--- src/rtl/dma_seq_pkg.sv ---
package dma_seq_pkg;

  typedef enum logic [2:0] {
    PH_IDLE  = 3'd0,
    PH_START = 3'd1,
    PH_READ  = 3'd2,
    PH_WRITE = 3'd3,
    PH_SHUT  = 3'd4
  } phase_t;

  // Service time of one request for the given wait-state counts.
  function automatic int service_cycles(input int startup_cyc, input int shut_cyc,
                                        input int rd_waits, input int wr_waits);
    return startup_cyc + (1 + rd_waits) + (1 + wr_waits) + shut_cyc;
  endfunction

endpackage

--- src/rtl/seq_ctrl.sv ---
module seq_ctrl
  import dma_seq_pkg::*;
#(
  parameter int STARTUP_CYC = 4,
  parameter int SHUT_CYC    = 3
) (
  input  logic   clk,
  input  logic   rst_n,
  input  logic   start,
  input  logic   bus_ready,
  output phase_t phase,
  output logic   accept,
  output logic   rd_done,
  output logic   wr_done,
  output logic   busy,
  output logic   done
);
  localparam int MAX_CYC = (STARTUP_CYC > SHUT_CYC) ? STARTUP_CYC : SHUT_CYC;
  localparam int CNT_W   = $clog2(MAX_CYC + 1);

  logic [CNT_W-1:0] cnt;
  logic             startup_last;
  logic             shut_last;

  assign startup_last = (phase == PH_START) && (cnt == CNT_W'(STARTUP_CYC - 1));
  assign shut_last    = (phase == PH_SHUT)  && (cnt == CNT_W'(SHUT_CYC - 1));
  assign accept       = (phase == PH_IDLE)  && start;
  assign rd_done      = (phase == PH_READ)  && bus_ready;
  assign wr_done      = (phase == PH_WRITE) && bus_ready;
  assign busy         = (phase != PH_IDLE);
  assign done         = shut_last;

  always_ff @(posedge clk or negedge rst_n) begin
    if (!rst_n) begin
      phase <= PH_IDLE;
      cnt   <= '0;
    end else begin
      unique case (phase)
        PH_IDLE: begin
          if (accept) phase <= PH_START;
          cnt <= '0;
        end
        PH_START: begin
          if (startup_last) begin
            phase <= PH_READ;
            cnt   <= '0;
          end else begin
            cnt <= cnt + 1'b1;
          end
        end
        PH_READ: begin
          if (rd_done) phase <= PH_WRITE;
        end
        PH_WRITE: begin
          if (wr_done) begin
            phase <= PH_SHUT;
            cnt   <= '0;
          end
        end
        PH_SHUT: begin
          if (shut_last) begin
            phase <= PH_IDLE;
            cnt   <= '0;
          end else begin
            cnt <= cnt + 1'b1;
          end
        end
        default: begin
          phase <= PH_IDLE;
          cnt   <= '0;
        end
      endcase
    end
  end

  // Independent length counters for the checks below.
  logic [CNT_W:0] chk_startup_len;
  logic [CNT_W:0] chk_shut_len;
  always_ff @(posedge clk or negedge rst_n) begin
    if (!rst_n) begin
      chk_startup_len <= '0;
      chk_shut_len    <= '0;
    end else begin
      chk_startup_len <= (phase == PH_START) ? chk_startup_len + 1'b1 : '0;
      chk_shut_len    <= (phase == PH_SHUT)  ? chk_shut_len + 1'b1    : '0;
    end
  end

  a_r3_startup_len: assert property (@(posedge clk) disable iff (!rst_n)
    (phase == PH_READ && $past(phase) == PH_START) |-> chk_startup_len == (CNT_W+1)'(STARTUP_CYC));

  a_r7_shut_len: assert property (@(posedge clk) disable iff (!rst_n)
    (phase == PH_IDLE && $past(phase) == PH_SHUT) |-> chk_shut_len == (CNT_W+1)'(SHUT_CYC));

  a_r7_done_single: assert property (@(posedge clk) disable iff (!rst_n)
    done |=> !done && !busy);

  a_r2_no_accept_busy: assert property (@(posedge clk) disable iff (!rst_n)
    (busy && start && !done) |=> busy);

endmodule

--- src/rtl/seq_datapath.sv ---
module seq_datapath
  import dma_seq_pkg::*;
#(
  parameter int ADDR_W = 32,
  parameter int DATA_W = 32
) (
  input  logic              clk,
  input  logic              rst_n,
  input  phase_t            phase,
  input  logic              accept,
  input  logic              rd_done,
  input  logic [ADDR_W-1:0] src_addr,
  input  logic [ADDR_W-1:0] dst_addr,
  input  logic [1:0]        xfer_size,
  input  logic [DATA_W-1:0] bus_rdata,
  output logic [ADDR_W-1:0] bus_addr,
  output logic              bus_rd,
  output logic              bus_wr,
  output logic [1:0]        bus_size,
  output logic [DATA_W-1:0] bus_wdata
);
  logic [ADDR_W-1:0] src_q;
  logic [ADDR_W-1:0] dst_q;
  logic [1:0]        size_q;
  logic [DATA_W-1:0] hold_q;
  logic              in_data;

  // Keep the low (8 << size) bits of a word.
  function automatic logic [DATA_W-1:0] size_mask(input logic [1:0] sz);
    logic [DATA_W-1:0] m;
    for (int i = 0; i < DATA_W; i++) m[i] = (i < (8 << sz));
    return m;
  endfunction

  always_ff @(posedge clk or negedge rst_n) begin
    if (!rst_n) begin
      src_q  <= '0;
      dst_q  <= '0;
      size_q <= '0;
      hold_q <= '0;
    end else begin
      if (accept) begin
        src_q  <= src_addr;
        dst_q  <= dst_addr;
        size_q <= xfer_size;
      end
      if (rd_done) hold_q <= bus_rdata & size_mask(size_q);
    end
  end

  assign bus_rd    = (phase == PH_READ);
  assign bus_wr    = (phase == PH_WRITE);
  assign in_data   = bus_rd || bus_wr;
  assign bus_addr  = bus_rd ? src_q : (bus_wr ? dst_q : '0);
  assign bus_size  = in_data ? size_q : 2'b00;
  assign bus_wdata = bus_wr ? hold_q : '0;

  a_r9_one_strobe: assert property (@(posedge clk) disable iff (!rst_n)
    !(bus_rd && bus_wr));

  a_r2_desc_frozen: assert property (@(posedge clk) disable iff (!rst_n)
    (phase != PH_IDLE) |=> $stable(src_q) && $stable(dst_q) && $stable(size_q));

endmodule

--- src/rtl/dma_xfer_seq.sv ---
module dma_xfer_seq
  import dma_seq_pkg::*;
#(
  parameter int ADDR_W      = 32,
  parameter int DATA_W      = 32,
  parameter int STARTUP_CYC = 4,
  parameter int SHUT_CYC    = 3
) (
  input  logic              clk,
  input  logic              rst_n,
  input  logic              start,
  input  logic [ADDR_W-1:0] src_addr,
  input  logic [ADDR_W-1:0] dst_addr,
  input  logic [1:0]        xfer_size,
  output logic [ADDR_W-1:0] bus_addr,
  output logic              bus_rd,
  output logic              bus_wr,
  output logic [1:0]        bus_size,
  output logic [DATA_W-1:0] bus_wdata,
  input  logic [DATA_W-1:0] bus_rdata,
  input  logic              bus_ready,
  output logic              busy,
  output logic              done
);
  phase_t phase;
  logic   accept;
  logic   rd_done;
  logic   wr_done;

  seq_ctrl #(
    .STARTUP_CYC(STARTUP_CYC),
    .SHUT_CYC   (SHUT_CYC)
  ) u_ctrl (
    .clk      (clk),
    .rst_n    (rst_n),
    .start    (start),
    .bus_ready(bus_ready),
    .phase    (phase),
    .accept   (accept),
    .rd_done  (rd_done),
    .wr_done  (wr_done),
    .busy     (busy),
    .done     (done)
  );

  seq_datapath #(
    .ADDR_W(ADDR_W),
    .DATA_W(DATA_W)
  ) u_dp (
    .clk      (clk),
    .rst_n    (rst_n),
    .phase    (phase),
    .accept   (accept),
    .rd_done  (rd_done),
    .src_addr (src_addr),
    .dst_addr (dst_addr),
    .xfer_size(xfer_size),
    .bus_rdata(bus_rdata),
    .bus_addr (bus_addr),
    .bus_rd   (bus_rd),
    .bus_wr   (bus_wr),
    .bus_size (bus_size),
    .bus_wdata(bus_wdata)
  );

  a_r4_rd_addr_hold: assert property (@(posedge clk) disable iff (!rst_n)
    (bus_rd && $past(bus_rd)) |-> $stable(bus_addr));

  a_r6_wr_stable: assert property (@(posedge clk) disable iff (!rst_n)
    (bus_wr && $past(bus_wr)) |-> $stable(bus_addr) && $stable(bus_wdata));

  a_r6_wr_follows_rd: assert property (@(posedge clk) disable iff (!rst_n)
    (bus_rd && bus_ready) |=> bus_wr);

  a_r7_shut_after_wr: assert property (@(posedge clk) disable iff (!rst_n)
    (bus_wr && bus_ready) |=> busy && !bus_rd && !bus_wr && !done);

  a_r8_done_in_busy: assert property (@(posedge clk) disable iff (!rst_n)
    done |-> busy && !bus_rd && !bus_wr);

  a_r1_wr_after_accept: assert property (@(posedge clk) disable iff (!rst_n)
    $rose(bus_wr) |-> $past(bus_rd));

endmodule

--- config.mk ---
export PLATFORM = sky130hd
export DESIGN_NAME = dma_xfer_seq
export DESIGN_NICKNAME = d
export VERILOG_FILES = /design/src/rtl/dma_seq_pkg.sv /design/src/rtl/seq_ctrl.sv /design/src/rtl/seq_datapath.sv /design/src/rtl/dma_xfer_seq.sv
export SDC_FILE = /design/constraint.sdc
export NUM_CORES = 1
export LEC_CHECK = 0
export ABC_AREA = 1
export BUFFER_PORTS_ARGS = -buffer_cell sky130_fd_sc_hd__buf_2
export CAP_MARGIN = 20
export CORE_UTILIZATION = 45
export CTS_BUF_LIST = sky130_fd_sc_hd__clkbuf_8 sky130_fd_sc_hd__clkbuf_16
export CTS_CLUSTER_DIAMETER = 200
export DETAILED_ROUTE_END_ITERATION = 12
export GPL_ROUTABILITY_DRIVEN = 0
export GPL_TIMING_DRIVEN = 0
export PLACE_DENSITY_LB_ADDON = 0.2
export SLEW_MARGIN = 20
export SYNTH_ARGS = -nofsm -noshare
export SYNTH_HDL_FRONTEND = slang
export SYNTH_HIERARCHICAL = 1
export SYNTH_SLANG_ARGS = --single-unit
--- constraint.sdc ---
create_clock -name clk -period 1.4 [get_ports clk]
set_input_delay 0.14 -clock clk [delete_from_list [all_inputs] [get_ports clk]]
set_output_delay 0.14 -clock clk [all_outputs]
set_load 0.005 [all_outputs]
## After elaboration in Yosys (flattened, before gate mapping)

Index checks and enable logic that the tools add are counted.
Widths: inputs -> output; s select.

| word-level totals | value |
|---|---|
| register bits after elaboration | 104 |
| output and inout port bits | 70 |
| input port bits | 102 |
| logic and storage cells | 77 |

| operators by class | value |
|---|---|
| shifts and indexed selects | 1 |
| equality and inequality tests | 11 |
| multiplexer cells | 14 |
| add/subtract/negate cells | 1 |
| magnitude comparators | 32 |
| reductions and logical operators | 10 |
| bitwise operators | 2 |

Operator list:

| cell | number |
|---|---|
| $lt 6x32->1 const A | 16 |
| $lt 5x32->1 const A | 8 |
| $lt 4x32->1 const A | 4 |
| $mux 32 | 3 |
| $lt 3x32->1 const A | 2 |
| $and 32x32->32 | 1 |
| $lt 1x32->1 const A | 1 |
| $lt 2x32->1 const A | 1 |
| $shl 4x2->32 const A | 1 |
| $mux 3 | 8 |
| $pmux 3 s5 | 1 |
| $eq 3x2->1 const B | 4 |
| $pmux 3 s4 | 1 |
| $ne 2x2->1 const B | 4 |
| $logic_and 1x1->1 | 5 |
| $reduce_and 5->1 | 1 |
| $add 3x1->3 const B | 1 |
| $eq 3x1->1 const B | 1 |
| $eq 3x3->1 const B | 1 |
| $logic_not 3->1 | 1 |
| $reduce_bool 3->1 | 1 |
| $mux 2 | 1 |
| $ne 2x1->1 const B | 1 |
| $reduce_and 2->1 | 1 |
| 2 further kinds | 2 |

## Logic depth before layout (Yosys ltp)

Gate-level depths: netlist (run 1).

| depth | value |
|---|---|
| word-level depth | 4 |
| gate-level depth with buffers | 9 |

## Modules after synthesis

Netlist (run 1), hierarchy kept.

Modules (own cells, without submodules):

| module | seq. area each (µm²) | cells each | times used | area each (µm²) |
|---|---|---|---|---|
| seq_datapath | 2452.4 | 576 | 1 | 4655.7 |
| seq_ctrl | 150.1 | 51 | 1 | 364.1 |

## Worst setup path after synthesis (run 1)

Ideal clock, no wire load.

| path | value |
|---|---|
| path kind | register -> register |
| from | register u_ctrl.phase[2] |
| to | register u_dp.dst_q[2] |
| path buffers | 2 |
| setup time | 127 ps |
| cell stages (with the launch flop) | 7 |
| path slack | -76 ps |
| arrival | 1349 ps |
| path through | dfrtp_1 -> nor2_1 -> nand2_1 -> nor2_1 -> buf_4 -> buf_2 -> o21ai_0 |

| between the ends | value |
|---|---|
| cells in the longest elaborated chain, start to end | 2 |

RTL lines:

| what | line | RTL |
|---|---|---|
| start: declaration | seq_ctrl.sv:11 | `output phase_t phase,` |
| start signal: assignment | seq_ctrl.sv:35 | `phase <= PH_IDLE;` |
| start signal: assignment | seq_ctrl.sv:40 | `if (accept) phase <= PH_START;` |
| start signal: assignment | seq_ctrl.sv:45 | `phase <= PH_READ;` |
| $logic_not 3->1 | seq_ctrl.sv:27 | `assign accept = (phase == PH_IDLE) && start;` |
| $logic_and 1x1->1 | seq_ctrl.sv:27 |  |
| named net accept | dma_xfer_seq.sv:26 | `logic accept;` |
| end signal: assignment | seq_datapath.sv:44 | `dst_q <= dst_addr;` |
| end: declaration | seq_datapath.sv:23 | `logic [ADDR_W-1:0] dst_q;` |

The timed path passes the listed nets, and every way through them passes these cells.
A chain may end at the register's enable or synchronous reset.

## Final worst setup path (run 1)

| path | value |
|---|---|
| from | register u_ctrl.phase[2] |
| to | output port bus_wdata[0] |

| between the ends | value |
|---|---|
| cells in the longest elaborated chain, start to end | 2 |

RTL lines:

| what | line | RTL |
|---|---|---|
| $eq 3x2->1 | seq_datapath.sv:52 | `assign bus_wr = (phase == PH_WRITE);` |
| $mux 32 | seq_datapath.sv:56 | `assign bus_wdata = bus_wr ? hold_q : '0;` |
| end: declaration | dma_xfer_seq.sv:19 | `output logic [DATA_W-1:0] bus_wdata,` |

No other way between the ends.

==> flow_summary.toml, run 1 <==
[timing]
fmax_mhz = 598.9
finClkSkew_ns = 0.007536
drv_slew = 0
whs_ns = 0.01535
worstMarginPinSlew_ns = 0.5786
rsz0062_at_grt = "true"
period_minus_slack_ns = 1.670
setup_violations = 167
fin_ws_ns = -0.2697
finalCritPeriodShare_pct = 119.3
max_slew_margin_pct = 61.29
finalHoldViolCount = 0

[final_layout]
insertedDiodeCount = 0
drive_gt1_share_pct = 33.15
finalNetCount = 1010
area_growth_pct = 54.83

[floorplanning]
die-area_um2 = 11570
initial_core_util_pct = 46.27
fp.coreArea_um2 = 10840
fp.dieW_um = 107.6
rows = 38
die-height_um = 107.6
num_io_pins = 172

[worst_hold_path]
hp-class = "input port to flip-flop"

[synth]
ys.warnings.count = 6
syn_area_um2 = 5016
synth_cells = 626
synth_nets = 731
avgSynthCellArea_um2 = 8.013

[grt]
grt_max_degree = 82
grt_pass1_vias = 4943
grt_util_all_layers_pct = 27.01
antenna_found_initial = 0
grt_pass1_wl_mm = 23.97
overflow = 0

[status]
status = "complete, but fails checks"
violations = "setup timing"

[drt]
drt_pass1_iterations = 5
num_vias = 5329
routed_wl_mm = 15.78
viasPerCell = 5.085
routedWlPerCell_um = 15.06
drt-initial-drc-count = 464
drc = 0
ant_nets = 0

[setup_path]
arrival_ns = 1.53
max_stage_delay_ns = 0.46
path_cells = "clkinv_4, nand3_4, buf_6, nor2_1, buf_2"
crit_path_end_kind = "output pin"
required_ns = 1.26
cp-start-kind = "flip-flop"
crit_family = "flip-flops"
crit_buf_inv = 3
path_class = "flip-flop to output pin"
cp_slowest_cell = "dfrtp_2"
cp_max_fo = 8

[place]
io_buffers = 171
hpwl_mm = 10.08

[clocking]
clkTransAtPathRegs_ns = 0.09
cts_sinks = 104
htreeDepth = 3
clock_latency_ns = 0.37
cts_buffers = 9
clock_path_buffers = 2
tritoncts = "done"
ctsRootBufferMaster = "clkbuf_8"

[pwr]
p_leak_uw = 0.003992
power_density_nw_per_um2 = 1889
peakVddDrop_mv = 0.9351
p_total_uw = 14670

[job]
drv_cap = 0
==> registers in the layout, indices dropped and copies added, names as in the netlist <==
name	flops
u_ctrl/cnt	3
u_dp/hold_q	32
u_dp/size_q	2
u_dp/dst_q	32
u_dp/src_q	32
u_ctrl/phase	3
==> what timing repair did <==
action | in CTS | in global routing
hold buffers | 73 | 0
setup buffers | 12 | 3
endpoints found under the setup margin | 168 | 170
endpoints found under the hold margin | 120 | 0
pin swaps | 2 | 9
gates resized for setup | 93 | 56
cloned | 4 | 4
==> worst paths after layout <==
kind                                       from         endpoint  slack [ns]  depth (start not counted)
worst max-delay path            u_ctrl/phase[2]     bus_wdata[0]       -0.27                          5
worst min-delay path                dst_addr[9]    u_dp/dst_q[9]        0.02                          3
worst max register to register  u_ctrl/phase[1]   u_dp/dst_q[25]       -0.15                          8
worst min register to register   u_dp/dst_q[13]   u_dp/dst_q[13]        0.53                          2
max in group asynchronous                 rst_n   u_dp/dst_q[13]        0.55                          3
min in group asynchronous                 rst_n  u_dp/hold_q[23]        0.18                          2
==> cells in the final DEF, fill, tap and decap left out, drive strengths merged <==
| cell type | instances |
|---|---|
| o22ai | 10 |
| buf | 231 |
| o21ai | 92 |
| a21oi | 1 |
| clkbuf | 22 |
| dfrtp | 104 |
| dlygate4sd3 | 73 |
| nand2 | 128 |
| bufinv | 3 |
| ha | 3 |
| nor2 | 46 |
| clkinv | 1 |
| nand3 | 21 |
| nand4 | 64 |
| inv | 109 |
==> layer usage <==
layer | GRT usage (%) | share of wire [%] | vias to the layer above
met5 | 0 | 0 | -
met3 | 3.511 | 6.8 | 23
met1 | 34.14 | 41 | 2498
met4 | 9.883 | 2.0 | 0
li1 | - | - | 2567
met2 | 47.16 | 50 | 241
==> worst reg2reg max path, stage by stage, from the launching register on <==
cell and delay, ns:
dfrtp_2 0.47, buf_6 0.14, inv_4 0.07, nand2_4 0.06
nor2_4 0.19, buf_6 0.19, buf_4 0.19, nand2_1 0.07
o21ai_0 0.09
==> power by group <==
part	internal [µW]	switching, µW	leakage, µW
combinational	3150	4140	0.00257
sequential	4410	729	0.00130
clock	1270	976	0.000121
==> metrics by stage <==
step | TNS, ns | std cells | setup slack, ns | cell area, µm² | util [%]
4_1_cts | -18.59 | 1041 | -0.2618 | 7441 | 68.64
2_1_floorplan | 0 | 626 | 0.009523 | 5021 | -
5_1_grt | -36.81 | 1048 | -0.3292 | 7766 | 71.64
6_report | -22.73 | 1048 | -0.2697 | 7766 | 71.64
3_3_place_gp | -122.15 | 937 | -0.9616 | 6052 | 55.83
3_5_place_dp | -25.63 | 938 | -0.3994 | 6086 | 56.14
==> layout make-up <==
type / instances / area, µm²
tap: 140 / 175.2
inverter: 110 / 425.4
timing repair buffer: 268 / 1907
buffer: 47 / 476.7
fill: 832 / 3074
multi-input combinational: 365 / 1934
clock inverter: 3 / 90.09
clock buffer: 11 / 151.4
sequential: 104 / 2606
Note: power is estimated with default switching activity, not from simulation.
==> run 2, diff against run 1 <==
--- a/config.mk
+++ b/config.mk
@@ -13,7 +13,6 @@
 export CTS_CLUSTER_DIAMETER = 200
 export DETAILED_ROUTE_END_ITERATION = 12
 export GPL_ROUTABILITY_DRIVEN = 0
-export GPL_TIMING_DRIVEN = 0
 export PLACE_DENSITY_LB_ADDON = 0.2
 export SLEW_MARGIN = 20
 export SYNTH_ARGS = -nofsm -noshare
==> run 2 against run 1 <==
  * The run still ends with setup timing left
  * Critical path type unchanged
  * Clock power decreased by 3%
  * Register-to-register slack got worse by 0.17 ns
  * First-iteration DRC count increased by 44%
  * Final cell count grew 2.5%
  * Highest routed layer unchanged
  * Global-route usage fell by 1.4 points
  * Total power grew 28%
  * Largest power group unchanged
  * Utilization is 14 points higher
==> flow_summary.toml, run 2 (synthesis results as in run 1) <==
[status]
status = "complete, but fails checks"
violations = "setup timing"

[place]
dp.cells = 914
hpwl_mm = 8.613
io_buffers = 171

[pwr]
power_density_nw_per_um2 = 2025
p_leak_uw = 0.004785
peakVddDrop_mv = 1.211
p_total_uw = 18770

[final_layout]
reg.largest.list = "u_dp/dst_q x32, u_dp/hold_q x32, u_dp/src_q x32"
finalNetCount = 1033
final_cell_mix = "169 x buf_2, 104 x inv_1, 102 x dfrtp_1"
area_growth_pct = 84.78
num-fill-cells = 514
fin_cells = 1074
final_common_cell = "buf_2"
drive_gt1_share_pct = 49.95

[floorplanning]
fp.dieW_um = 107.6
rows = 38
num_io_pins = 172
die-height_um = 107.6
fp.coreArea_um2 = 10840
initial_core_util_pct = 46.27
die-area_um2 = 11570

[setup_path]
crit_family = "buffers and inverters"
crit_buf_inv = 5
crit_path_end_kind = "output pin"
cp_slowest_cell = "dfrtp_1"
worst_r2r_path_depth = 10
cp-start-kind = "flip-flop"
required_ns = 1.26
max_stage_delay_ns = 0.42
path_depth = 7
cp_max_fo = 5
arrival_ns = 1.64
path_class = "flip-flop to output pin"
path_cells = "buf_6, clkinv_8, buf_12, clkbuf_16, nand4_1, nand2_1, buf_2"

[clocking]
tritoncts = "done"
clkTransAtPathRegs_ns = 0.11
htreeDepth = 3
clock_path_buffers = 2
cts_buffers = 9
ctsRootBufferMaster = "clkbuf_8"
cts_sinks = 104
clock_latency_ns = 0.39

[timing]
worstMarginPinSlew_ns = 0.4207
finClkSkew_ns = 0.01538
fin_ws_ns = -0.3757
rsz0062_at_grt = "true"
fmax_mhz = 563.2
drv_slew = 0
period_minus_slack_ns = 1.776
max_slew_margin_pct = 71.96
finalCritPeriodShare_pct = 126.8
setup_violations = 168
finalHoldViolCount = 0

[drt]
routedWlPerCell_um = 20.63
num_vias = 6013
drt-initial-drc-count = 667
viasPerCell = 5.599
drt_pass1_iterations = 5
ant_nets = 0
routed_wl_mm = 22.15
drc = 0

[grt]
grt_max_degree = 55
antenna_found_initial = 1
grt_pass1_wl_mm = 22.94
overflow = 0
grt_util_all_layers_pct = 25.60
grt_pass1_vias = 4891

[worst_hold_path]
hp-class = "input port to flip-flop"
min_path_cells = 3

[job]
drv_cap = 0
run 2: cell type report:
| cell class | count | area, µm² | area share, % |
|---|---|---|---|
| clock buffers | 11 | 151.4 | 1.633 |
| repair buffers | 338 | 3249 | 35.06 |
| multi-input cells | 365 | 2565 | 27.67 |
| flip-flops and latches | 104 | 2605 | 28.10 |
| clock inverters | 5 | 80.08 | 0.8639 |
| well taps | 140 | 175.2 | 1.890 |
| diodes | 1 | 2.502 | 0.02700 |
| inverters | 110 | 440.4 | 4.752 |
run 2: final timing paths:
| kind | slack [ns] | from | to |
|---|---|---|---|
| max | -0.38 | u_ctrl/phase[2] | bus_addr[28] |
| min | 0.003 | src_addr[10] | u_dp/src_q[10] |
| max reg2reg | -0.32 | u_ctrl/phase[2] | u_dp/dst_q[18] |
| min reg2reg | 0.51 | u_ctrl/cnt[0] | u_ctrl/cnt[0] |
| max in group asynchronous | 0.62 | rst_n | u_dp/dst_q[30] |
| min in group asynchronous | 0.24 | rst_n | u_dp/hold_q[20] |
run 2: through the flow:
step	TNS [ns]	instance area (µm²)	hold slack [ns]	util, %	setup slack [ns]
after floorplan	0	5021	-0.1556	-	0.009523
after global placement	0	6107	0.08572	56.34	0.02878
after detailed placement	0	6107	0.09160	56.34	0.01844
after CTS	-18.13	7446	0.002153	68.69	-0.2512
after global routing	-46.52	9269	0.001460	85.50	-0.4096
final	-39.09	9269	0.002656	85.50	-0.3757
run 2: where the power goes:
| part | internal (µW) | switching, µW |
|---|---|---|
| Sequential | 4410 | 860 |
| Clock | 1100 | 1070 |
| Combinational | 5340 | 5980 |
run 2: worst min-delay path: cells and delay by family:
family                 cells  cell delay, ns
and+or+nand+nor            1            0.05
AOI/OAI and AO/OA          1            0.07
buffers and inverters      1            0.10
run 2: what timing repair did:
action	4_1_cts	5_1_grt
pin swaps	2	64
gates resized for setup	77	311
hold buffers	71	7
hold endpoints to repair	92	7
setup buffers	9	19
cloned	8	33
endpoints found under the setup margin	70	173
run 2: layer usage:
layer  track usage (%)  vias to the layer above  wire length (µm)
met5                 0                        -                 0
li1                  -                     2619                 -
met3             6.416                      114              1725
met4             6.556                        0              1164
met1             32.37                     2864              8069
met2             43.64                      416             11190
